===== src/rtl/page_xlate.sv =====
module page_xlate #(
  parameter int VA_W  = 16,
  parameter int OFF_W = 12,
  parameter int FRM_W = 3
) (
  input  logic                     clk,
  input  logic                     rst_n,
  input  logic                     req_valid,
  input  logic [VA_W-1:0]          va,
  input  logic                     wr_en,
  input  logic [VA_W-OFF_W-1:0]    wr_idx,
  input  logic                     wr_present,
  input  logic [FRM_W-1:0]         wr_frame,
  output logic                     pa_valid,
  output logic [FRM_W+OFF_W-1:0]   pa,
  output logic                     fault
);
  localparam int IDX_W   = VA_W - OFF_W;
  localparam int ENTRIES = 1 << IDX_W;
  localparam int PA_W    = FRM_W + OFF_W;

  logic [ENTRIES-1:0] present;
  logic [FRM_W-1:0]   frame [ENTRIES];

  wire [IDX_W-1:0] vpn = va[VA_W-1:OFF_W];
  wire             hit_wr  = wr_en && (wr_idx == vpn);
  wire             lk_pres = hit_wr ? wr_present : present[vpn];
  wire [FRM_W-1:0] lk_frm  = hit_wr ? wr_frame   : frame[vpn];

  always_ff @(posedge clk or negedge rst_n) begin
    if (!rst_n) begin
      present <= '0;
    end else if (wr_en) begin
      present[wr_idx] <= wr_present;
    end
  end

  always_ff @(posedge clk) begin
    if (wr_en) frame[wr_idx] <= wr_frame;
  end

  always_ff @(posedge clk or negedge rst_n) begin
    if (!rst_n) begin
      pa_valid <= 1'b0;
      fault    <= 1'b0;
      pa       <= '0;
    end else begin
      pa_valid <= req_valid && lk_pres;
      fault    <= req_valid && !lk_pres;
      pa       <= (req_valid && lk_pres) ? {lk_frm, va[OFF_W-1:0]} : '0;
    end
  end


  excl_chk: assert property (@(posedge clk) disable iff (!rst_n) !(pa_valid && fault));

  idle_chk: assert property (@(posedge clk) disable iff (!rst_n) !req_valid |=> !pa_valid && !fault);

  resp_chk: assert property (@(posedge clk) disable iff (!rst_n) req_valid |=> pa_valid || fault);

  off_chk: assert property (@(posedge clk) disable iff (!rst_n)
    req_valid |=> !pa_valid || (pa[OFF_W-1:0] == $past(va[OFF_W-1:0])));

  zero_chk: assert property (@(posedge clk) disable iff (!rst_n) !pa_valid |-> pa == '0);

  fwd_chk: assert property (@(posedge clk) disable iff (!rst_n)
    req_valid && wr_en && wr_idx == va[VA_W-1:OFF_W] |=> pa_valid == $past(wr_present));
endmodule


===== config.mk =====
export PLATFORM = sky130hd
export DESIGN_NAME = page_xlate
export DESIGN_NICKNAME = d
export VERILOG_FILES = /design/src/rtl/page_xlate.sv
export SDC_FILE = /design/constraint.sdc
export NUM_CORES = 1
export LEC_CHECK = 0
export ABC_AREA = 1
export CORE_MARGIN = 2
export CORE_UTILIZATION = 30
export CTS_CLUSTER_DIAMETER = 50
export DETAILED_ROUTE_END_ITERATION = 12
export SYNTH_ARGS = -nofsm -noshare
export SYNTH_HDL_FRONTEND = slang
export SYNTH_SLANG_ARGS = --single-unit

===== constraint.sdc =====
create_clock -name clk -period 1.2 [get_ports clk]
set_input_delay 0.18 -clock clk [delete_from_list [all_inputs] [get_ports clk]]
set_output_delay 0.18 -clock clk [all_outputs]
set_load 0.02 [all_outputs]

==> results.sh, run 1 <==
export IMPL_syn_inst=355
export IMPL_finalClockSkew_ns=0.007048
export IMPL_grt_overflow=0
export IMPL_syn_num_nets=383
export IMPL_use_met2=0.2404
export IMPL_synth_edf_count=48
export IMPL_syn_to_final_growth_pct=40.62
export IMPL_first_global_vias=2750
export IMPL_tightest_slew_ns=0.2979
export IMPL_yosys_most_used_dff="edfxtp_1"
export IMPL_dieWidth_um=111.9
export IMPL_violations="negative setup slack"
export IMPL_cts_buffers=9
export IMPL_initial_utilization=0.3073
export IMPL_num_vias=2714
export IMPL_die_h_um=111.9
export IMPL_synth_top_area_frac=0.4126
export IMPL_h_tree_depth=3
export IMPL_first_pass_iters=4
export IMPL_synth_most_common_cell="nand2_1"
export IMPL_synth_common_cells="96 x nand2_1, 59 x nand3_1, 48 x edfxtp_1"
export IMPL_nNetsFinal=480
export IMPL_hold_ws_ns=0.2118
export IMPL_slew_limit_headroom=0.8014
export IMPL_cts_path_max_buffers=2
export IMPL_final_period_utilization=1.111
export IMPL_grt_pass1_wl_mm=13.91
export IMPL_portBuffers=44
export IMPL_synth_area_um2=3493
export IMPL_crit_fanout=5
export IMPL_drive_gt1_frac=0.2867
export IMPL_grt_antenna_before_repair=0
export IMPL_hold_class="primary input to asynchronous set/reset pin"
export IMPL_cts_root_buf="clkbuf_16"
export IMPL_route_detailed_drc=0
export IMPL_track_usage=0.1442
export IMPL_ys_warn_count=0
export IMPL_pwr_share_comb=0.161
export IMPL_nFillCells=1056
export IMPL_critPathKind="flip-flop to flip-flop"
export IMPL_drv_cap=0
export IMPL_sw_frac_of_total=0.2552
export IMPL_ir_drop_mv=0.7400
export IMPL_power_switching_mw=1.726
export IMPL_routabilityCongestion=0.8253
export IMPL_synthArstFlopShare=0.4074
export IMPL_postPlaceCellArea_um2=4405
export IMPL_seq_area_um2=2267
export IMPL_pwr_share_seq=0.478
export IMPL_routedWlPerCell_um=14.39
export IMPL_cp_end_kind="flip-flop"
export IMPL_multi_input_area_um2=1124
export IMPL_power_leakage_nw=2.172
export IMPL_antenna_cells=0
export IMPL_rr_startpoint="present[0]"
export IMPL_drt_iter0_markers=164
export IMPL_min_period_ns=1.333
export IMPL_timing_fmax_mhz=750.4
export IMPL_worst_r2r_endpoint="pa[0]"
export IMPL_met1_usage=0.1811
export IMPL_synth_cell_types=24
export IMPL_maxSlewViolCount=0
export IMPL_fin_area_um2=4912
export IMPL_cts_sinks=81
export IMPL_clkLatencyLatePin_ns=0.34
export IMPL_row_count=39
export IMPL_outcome="finished with violations"
export IMPL_startpoint="present[0]"
export IMPL_drt_wl_total_mm=8.634
export IMPL_setup_viol=17
export IMPL_grt_busiest_layer="met2"
export IMPL_startpoint_type="flip-flop"
export IMPL_clk_pin_slew_ns=0.06
export IMPL_grt_use_met3=0.03375
export IMPL_critPathRequiredTime_ns=1.43
export IMPL_worstRegToRegCells=10
export IMPL_synth_seq_cells=81
export IMPL_synth_area_leaders="edfxtp_1 41%, dfrtp_1 24%, nand2_1 10%, nand3_1 8.5%, inv_1 4.5%"
export IMPL_rrSetupSlack_ns=-0.13
export IMPL_fin_ws_ns=-0.1327
export IMPL_finalHoldViolCount=0
export IMPL_grt_setup_unrepaired="true"
export IMPL_viasPerCell=4.523
export IMPL_final_util=0.4320
export IMPL_p_per_area_nw_per_um2=1377
export IMPL_cp_arrival_ns=1.56
export IMPL_p_total_mw=6.763
export IMPL_ys_seq_area_frac=0.6490
export IMPL_drtAntennaViolNets=0
export IMPL_dp_hpwl_mm=6.055
export IMPL_syn_avg_cell_area_um2=9.840
export IMPL_power_internal_mw=5.037
export IMPL_design_portCount=45
export IMPL_clockPowerShare=0.361
export IMPL_dieArea_um2=12520
export IMPL_core_area_um2=11370
export IMPL_yosysTopAreaCell="edfxtp_1"
export IMPL_cts_tree="yes"
export IMPL_grt_max_degree=34
## worst max path at each step
stage                  end  slack (ns)  depth (start not counted)
finish               pa[0]       -0.13                         10
global route         pa[7]       -0.19                         10
CTS                  pa[0]       -0.19                         10
detailed placement  pa[10]       -0.74                          9
global placement    pa[14]       -0.64                          9
floorplan            pa[0]       -0.05                         11
## sequential cells by signal, indices dropped and copies added (netlist names)
register and cells:
pa_valid 1, frame 48, pa 15, fault 1
present 16
## cell families (layout without fill, tap and decap cells)
| family | Yosys count | in the layout | share of synthesized area |
|---|---|---|---|
| xor gates and xnor gates | 1 | 1 | 0.002508 |
| buffers and inverters | 57 | 159 | 0.06876 |
| DFF | 81 | 81 | 0.6490 |
| AOI/OAI and AO/OA | 21 | 21 | 0.03224 |
| and+or+nand+nor | 195 | 195 | 0.2475 |
## stage by stage
stage,setup TNS (ns),worst slack [ns],cells
after detailed placement,-34.09,-0.7377,570
final,-1.583,-0.1327,600
after floorplan,-0.5298,-0.05310,355
after global placement,-33.00,-0.6374,570
after CTS,-1.821,-0.1892,596
after global routing,-2.708,-0.1950,600
## timing repair
item | CTS | global route
setup buffers | 9 | 5
gates cloned | 1 | 0
gates resized for setup | 57 | 45
pin swaps | 5 | 14
hold buffers | 0 | 0
setup endpoints to repair | 76 | 30
endpoints found under the hold margin | 0 | 0
## layout make-up
cell class              count  area share
multi-input cells         217      0.2287
clock inverters             3    0.003821
clock buffers              13     0.04890
flip-flops and latches     81      0.4615
repair buffers             99      0.1849
inverters                  44     0.03566
well taps                 143     0.03642
## power groups by stage
stage / combinational (mW) / sequential (mW) / clock, mW
after floorplan: 0.449 / 3.31 / 0
after global placement: 0.917 / 3.27 / 0
after detailed placement: 0.932 / 3.27 / 0
after CTS: 1.01 / 3.22 / 2.48
after global routing: 1.20 / 3.24 / 2.60
final: 1.09 / 3.23 / 2.44
## cells in the final DEF, fill, tap and decap left out, types with 9 or more instances in the layout
| cell | n |
|---|---|
| nand3_2 | 16 |
| clkdlybuf4s50_1 | 18 |
| edfxtp_1 | 48 |
| inv_1 | 33 |
| nand3_1 | 45 |
| nor2_2 | 10 |
| nor2_1 | 18 |
| inv_2 | 9 |
| buf_4 | 45 |
| clkbuf_16 | 9 |
| o21ai_0 | 16 |
| dfrtp_1 | 33 |
| nand2_1 | 92 |
## metal layers
metal  wire (um)  share of wire
met1        3643           0.42
met3         484          0.056
met2        4295           0.50
met5           0              0
met4         212          0.025
## critical path: stages, from the launching register on
cell and delay [ns]:
dfrtp_1 0.36, inv_1 0.08, nand2_1 0.09, nand3_2 0.07, nand3_2 0.07, nand3_2 0.07, nand3_2 0.11, nand3_4 0.11
buf_12 0.12, buf_12 0.12, nor2_4 0.03
Power figures use the tool's default switching activity.
==> inputs of run 2 (changes only) <==
Settings changed: SKIP_CTS_REPAIR_TIMING set to 1.
==> results.sh, run 2 (synthesized netlist as in run 1, its figures left out) <==
export IMPL_outcome="finished with violations"
export IMPL_violations="negative setup slack"
export IMPL_fin_area_um2=4913
export IMPL_final_cell_mix="95 x nand2_1, 54 x nand3_1, 48 x edfxtp_1, 40 x buf_4, 35 x inv_1"
export IMPL_hold_class="primary input to asynchronous set/reset pin"
export IMPL_finalHoldViolCount=0
export IMPL_design_portCount=45
export IMPL_routabilityCongestion=0.8253
export IMPL_worst_r2r_endpoint="pa[0]"
export IMPL_cp_arrival_ns=1.57
export IMPL_routedWlPerCell_um=13.97
export IMPL_grt_pass1_wl_mm=13.43
export IMPL_row_count=39
export IMPL_cts_path_max_buffers=2
export IMPL_critPathRequiredTime_ns=1.47
export IMPL_nNetsFinal=473
export IMPL_drv_cap=0
export IMPL_first_pass_iters=5
export IMPL_maxSlewViolCount=0
export IMPL_drive_gt1_frac=0.2178
export IMPL_cts_sinks=81
export IMPL_reg_top3="frame (48), present (16), pa (15)"
export IMPL_startpoint="present[12]"
export IMPL_p_total_mw=6.693
export IMPL_cts_buffers=9
export IMPL_cp_end_kind="flip-flop"
export IMPL_slew_limit_headroom=0.7850
export IMPL_rr_startpoint="present[12]"
export IMPL_fin_ws_ns=-0.09828
export IMPL_syn_to_final_growth_pct=40.65
export IMPL_drtAntennaViolNets=0
export IMPL_dieWidth_um=111.9
export IMPL_cts_root_buf="clkbuf_16"
export IMPL_antenna_cells=0
export IMPL_rrSetupSlack_ns=-0.1
export IMPL_num_vias=2685
export IMPL_h_tree_depth=3
export IMPL_ir_drop_mv=0.6896
export IMPL_power_leakage_nw=2.441
export IMPL_final_cells=593
export IMPL_grt_antenna_before_repair=0
export IMPL_worstRegToRegCells=9
export IMPL_layout_commonest_cell="nand2_1"
export IMPL_grt_max_degree=34
export IMPL_core_area_um2=11370
export IMPL_min_period_ns=1.298
export IMPL_postPlaceCellArea_um2=4405
export IMPL_crit_fanout=7
export IMPL_top_register="frame"
export IMPL_cts_tree="yes"
export IMPL_route_detailed_drc=0
export IMPL_portBuffers=44
export IMPL_pre_cts_ws_ns=-0.7377
export IMPL_first_global_vias=2675
export IMPL_dieArea_um2=12520
export IMPL_die_h_um=111.9
export IMPL_clk_pin_slew_ns=0.06
export IMPL_timing_fmax_mhz=770.2
export IMPL_initial_utilization=0.3073
export IMPL_grt_overflow=0
export IMPL_setup_viol=12
export IMPL_largest_register_ffs=48
export IMPL_drt_iter0_markers=163
export IMPL_track_usage=0.1397
export IMPL_critPathKind="flip-flop to flip-flop"
export IMPL_clkLatencyLatePin_ns=0.34
export IMPL_nFillCells=1054
export IMPL_p_per_area_nw_per_um2=1362
export IMPL_final_period_utilization=1.082
export IMPL_grt_setup_unrepaired="true"
export IMPL_dp_hpwl_mm=6.055
export IMPL_dp_cells=570
export IMPL_finalClockSkew_ns=0.007395
export IMPL_tightest_slew_ns=0.3219
export IMPL_startpoint_type="flip-flop"
export IMPL_drt_wl_total_mm=8.286
export IMPL_viasPerCell=4.528
[run 2: cell types whose count changed in the layout (fill, tap and decap cells not counted), sizes merged]
cell / before / now
buf: 56 / 47
dlymetal6s2s: 0 / 26
clkbuf: 18 / 14
dlygate4sd2: 8 / 0
clkdlybuf4s15: 12 / 0
[run 2: final cells by class]
type | instances | area, um^2 | area share
sequential | 81 | 2267 | 0.4614
inverter | 44 | 175.2 | 0.03565
timing repair buffer | 92 | 953.4 | 0.1940
tap | 143 | 178.9 | 0.03641
clock buffer | 13 | 240.2 | 0.04889
clock inverter | 3 | 18.77 | 0.003820
multi-input combinational | 217 | 1080 | 0.2198
[run 2: worst max path at each step]
stage,to,slack [ns],cells past startpoint
2_1_floorplan,pa[0],-0.05,11
5_1_grt,pa[0],-0.19,9
6_report,pa[0],-0.1,9
3_3_place_gp,pa[14],-0.64,9
3_5_place_dp,pa[10],-0.74,9
4_1_cts,pa[10],-0.39,9
[run 2: power by group]
part | leakage [nW] | internal [mW] | switching, mW
logic | 1.46 | 0.473 | 0.575
registers | 0.855 | 3.16 | 0.0645
clock network | 0.124 | 1.40 | 1.02
total | 2.44 | 5.03 | 1.66
[run 2: critical path, stage by stage (launching register included)]
cell and delay (ns):
dfrtp_1 0.34, inv_2 0.04, nand2_1 0.05, nand3_1 0.07
nand3_1 0.10, nand3_2 0.11, nand3_4 0.10, nand3_4 0.14
buf_12 0.19, nor2_4 0.07
[run 2: per-stage QoR]
stage | util | hold slack (ns) | setup TNS (ns)
2_1_floorplan | - | -0.1156 | -0.5298
5_1_grt | 0.4322 | 0.2382 | -2.321
3_3_place_gp | 0.3875 | 0.4690 | -33.00
4_1_cts | 0.4103 | 0.2164 | -11.05
3_5_place_dp | 0.3875 | 0.4802 | -34.09
6_report | 0.4322 | 0.2069 | -1.028
[run 2: layer usage]
metal	vias to the layer above	GRT usage	wire [um]	part of all wire
li1	1337	-	-	-
met1	1263	0.1768	3834	0.46
met2	69	0.2295	3956	0.48
met3	16	0.03048	289	0.035
met4	0	0.06420	206	0.025
met5	-	0	0	0
==> inputs of run 3 (changes only) <==
Clock period 1.2 ns to 1.7 ns, I/O delays scaled along.
==> results.sh, run 3 (synthesized netlist as in run 1, its figures left out) <==
export IMPL_fin_area_um2=4681
export IMPL_grt_max_degree=34
export IMPL_ir_drop_mv=0.6941
export IMPL_core_area_um2=11370
export IMPL_fin_ws_ns=0.1369
export IMPL_cp_depth=10
export IMPL_viasPerCell=4.545
export IMPL_design_portCount=45
export IMPL_maxSlewViolCount=0
export IMPL_finalClockSkew_ns=0.006559
export IMPL_portBuffers=44
export IMPL_largest_register_ffs=48
export IMPL_hold_class="primary input to asynchronous set/reset pin"
export IMPL_final_cell_mix="96 x nand2_1, 59 x nand3_1, 48 x edfxtp_1, 44 x clkdlybuf4s50_1, 42 x inv_1"
export IMPL_h_tree_depth=3
export IMPL_grt_setup_unrepaired="true"
export IMPL_grt_pass1_wl_mm=13.57
export IMPL_track_usage=0.1414
export IMPL_clockPowerShare=0.392
export IMPL_dieWidth_um=111.9
export IMPL_crit_path_frequent_cell="nand3_1"
export IMPL_dp_cells=568
export IMPL_dp_hpwl_mm=6.157
export IMPL_drt_iter0_markers=145
export IMPL_setup_viol=0
export IMPL_tightest_slew_ns=0.4233
export IMPL_rr_startpoint="present[9]"
export IMPL_final_period_utilization=0.9195
export IMPL_max_stage_delay_ns=0.52
export IMPL_critPathKind="primary input to flip-flop"
export IMPL_num_vias=2654
export IMPL_final_cells=584
export IMPL_setup_tns_ns=0
export IMPL_cts_sinks=81
export IMPL_pre_cts_ws_ns=-0.2197
export IMPL_layout_commonest_cell="nand2_1"
export IMPL_first_pass_iters=5
export IMPL_die_h_um=111.9
export IMPL_cts_buffers=9
export IMPL_routabilityCongestion=0.9127
export IMPL_hold_ws_ns=0.3440
export IMPL_initial_utilization=0.3073
export IMPL_timing_fmax_mhz=639.7
export IMPL_p_total_mw=4.795
export IMPL_pwr_share_seq=0.473
export IMPL_pwr_share_comb=0.135
export IMPL_min_period_ns=1.563
export IMPL_clk_pin_slew_ns=0.06
export IMPL_cts_tree="yes"
export IMPL_dieArea_um2=12520
export IMPL_p_per_area_nw_per_um2=1024
export IMPL_worstRegToRegCells=8
export IMPL_power_leakage_nw=2.036
export IMPL_drv_cap=0
export IMPL_startpoint_type="primary input"
export IMPL_nNetsFinal=464
export IMPL_grt_overflow=0
export IMPL_drt_wl_total_mm=8.294
export IMPL_clkLatencyLatePin_ns=0.33
export IMPL_final_util=0.4117
export IMPL_route_detailed_drc=0
export IMPL_cts_path_max_buffers=2
export IMPL_postPlaceCellArea_um2=4380
export IMPL_drive_gt1_frac=0.1633
export IMPL_cp_end_kind="flip-flop"
export IMPL_cts_root_buf="clkbuf_16"
export IMPL_grt_antenna_before_repair=0
export IMPL_power_switching_mw=1.119
export IMPL_first_global_vias=2664
export IMPL_crit_fanout=16
export IMPL_routedWlPerCell_um=14.20
export IMPL_critPathSlowestCell="clkdlybuf4s50_1"
export IMPL_top_register="frame"
export IMPL_startpoint="va[12]"
export IMPL_reg_top3="frame (48), present (16), pa (15)"
export IMPL_syn_to_final_growth_pct=33.99
export IMPL_worstPathBufferInverterCount=3
export IMPL_slew_limit_headroom=0.7178
export IMPL_critPathRequiredTime_ns=1.95
export IMPL_row_count=39
export IMPL_antenna_cells=0
export IMPL_outcome="finished clean"
export IMPL_cp_arrival_ns=1.81
export IMPL_drtAntennaViolNets=0
export IMPL_finalHoldViolCount=0
export IMPL_worstPathCellList="clkdlybuf4s50_1 -> inv_2 -> buf_12 -> nand2_1 -> nand3_1 -> nand3_1 -> nand3_1 -> nand3_2 -> nand3_4 -> nor2_1"
export IMPL_sw_frac_of_total=0.2334
export IMPL_power_internal_mw=3.676
export IMPL_crit_family="simple AND/OR/NAND/NOR gates"
==> run 3: cell count changes in the layout (fill, tap and decap cells not counted), moves of 4 or more <==
cell	delta
clkdlybuf4s50_1	+26
dlymetal6s2s_1	-26
inv_1	+7
nor2_4	-7
buf_4	-5
inv_2	-5
nand3_1	+5
nand3_2	-4
nor2_1	+4
==> run 3: layer usage <==
metal  global-route usage  vias to the layer above  share of wire
met3              0.03430                       12          0.049
met1               0.1784                     1246           0.43
li1                     -                     1317              -
met5                    0                        -              0
met4              0.05267                        0          0.017
met2               0.2364                       79           0.50
==> run 3: worst reg2reg max path: stages, from the launching register on <==
cell and delay, ns:
dfrtp_1 0.38, inv_1 0.06, nand2_1 0.04, nand3_1 0.08, nand3_1 0.10, nand3_1 0.12, nand3_2 0.11, nand3_4 0.21
nor2_1 0.08
==> run 3: path summary, 6_finish.rpt <==
path                                   end  slack, ns
worst max-delay path                 pa[9]       0.14
max in group asynchronous       present[6]       1.06
min in group clk                     pa[4]       0.45
worst min-delay path                 pa[9]       0.34
worst min register to register  present[9]       0.49
worst max register to register       pa[9]       0.40
==> run 3: power by group through the flow <==
stage / Sequential (mW) / Clock [mW] / Combinational, mW
final: 2.27 / 1.88 / 0.646
after global placement: 2.31 / 0 / 0.639
after CTS: 2.27 / 1.93 / 0.652
after detailed placement: 2.31 / 0 / 0.647
after global routing: 2.28 / 2.02 / 0.720
after floorplan: 2.34 / 0 / 0.303
==> run 3: area by class of cell <==
class                   instances  area [um^2]
flip-flops and latches         81         2267
clock inverters                 5        55.05
well taps                     143        178.9
repair buffers                 83        783.3
multi-input cells             217        988.4
fillers                      1094         6689
inverters                      44        165.2
clock buffers                  11        242.7
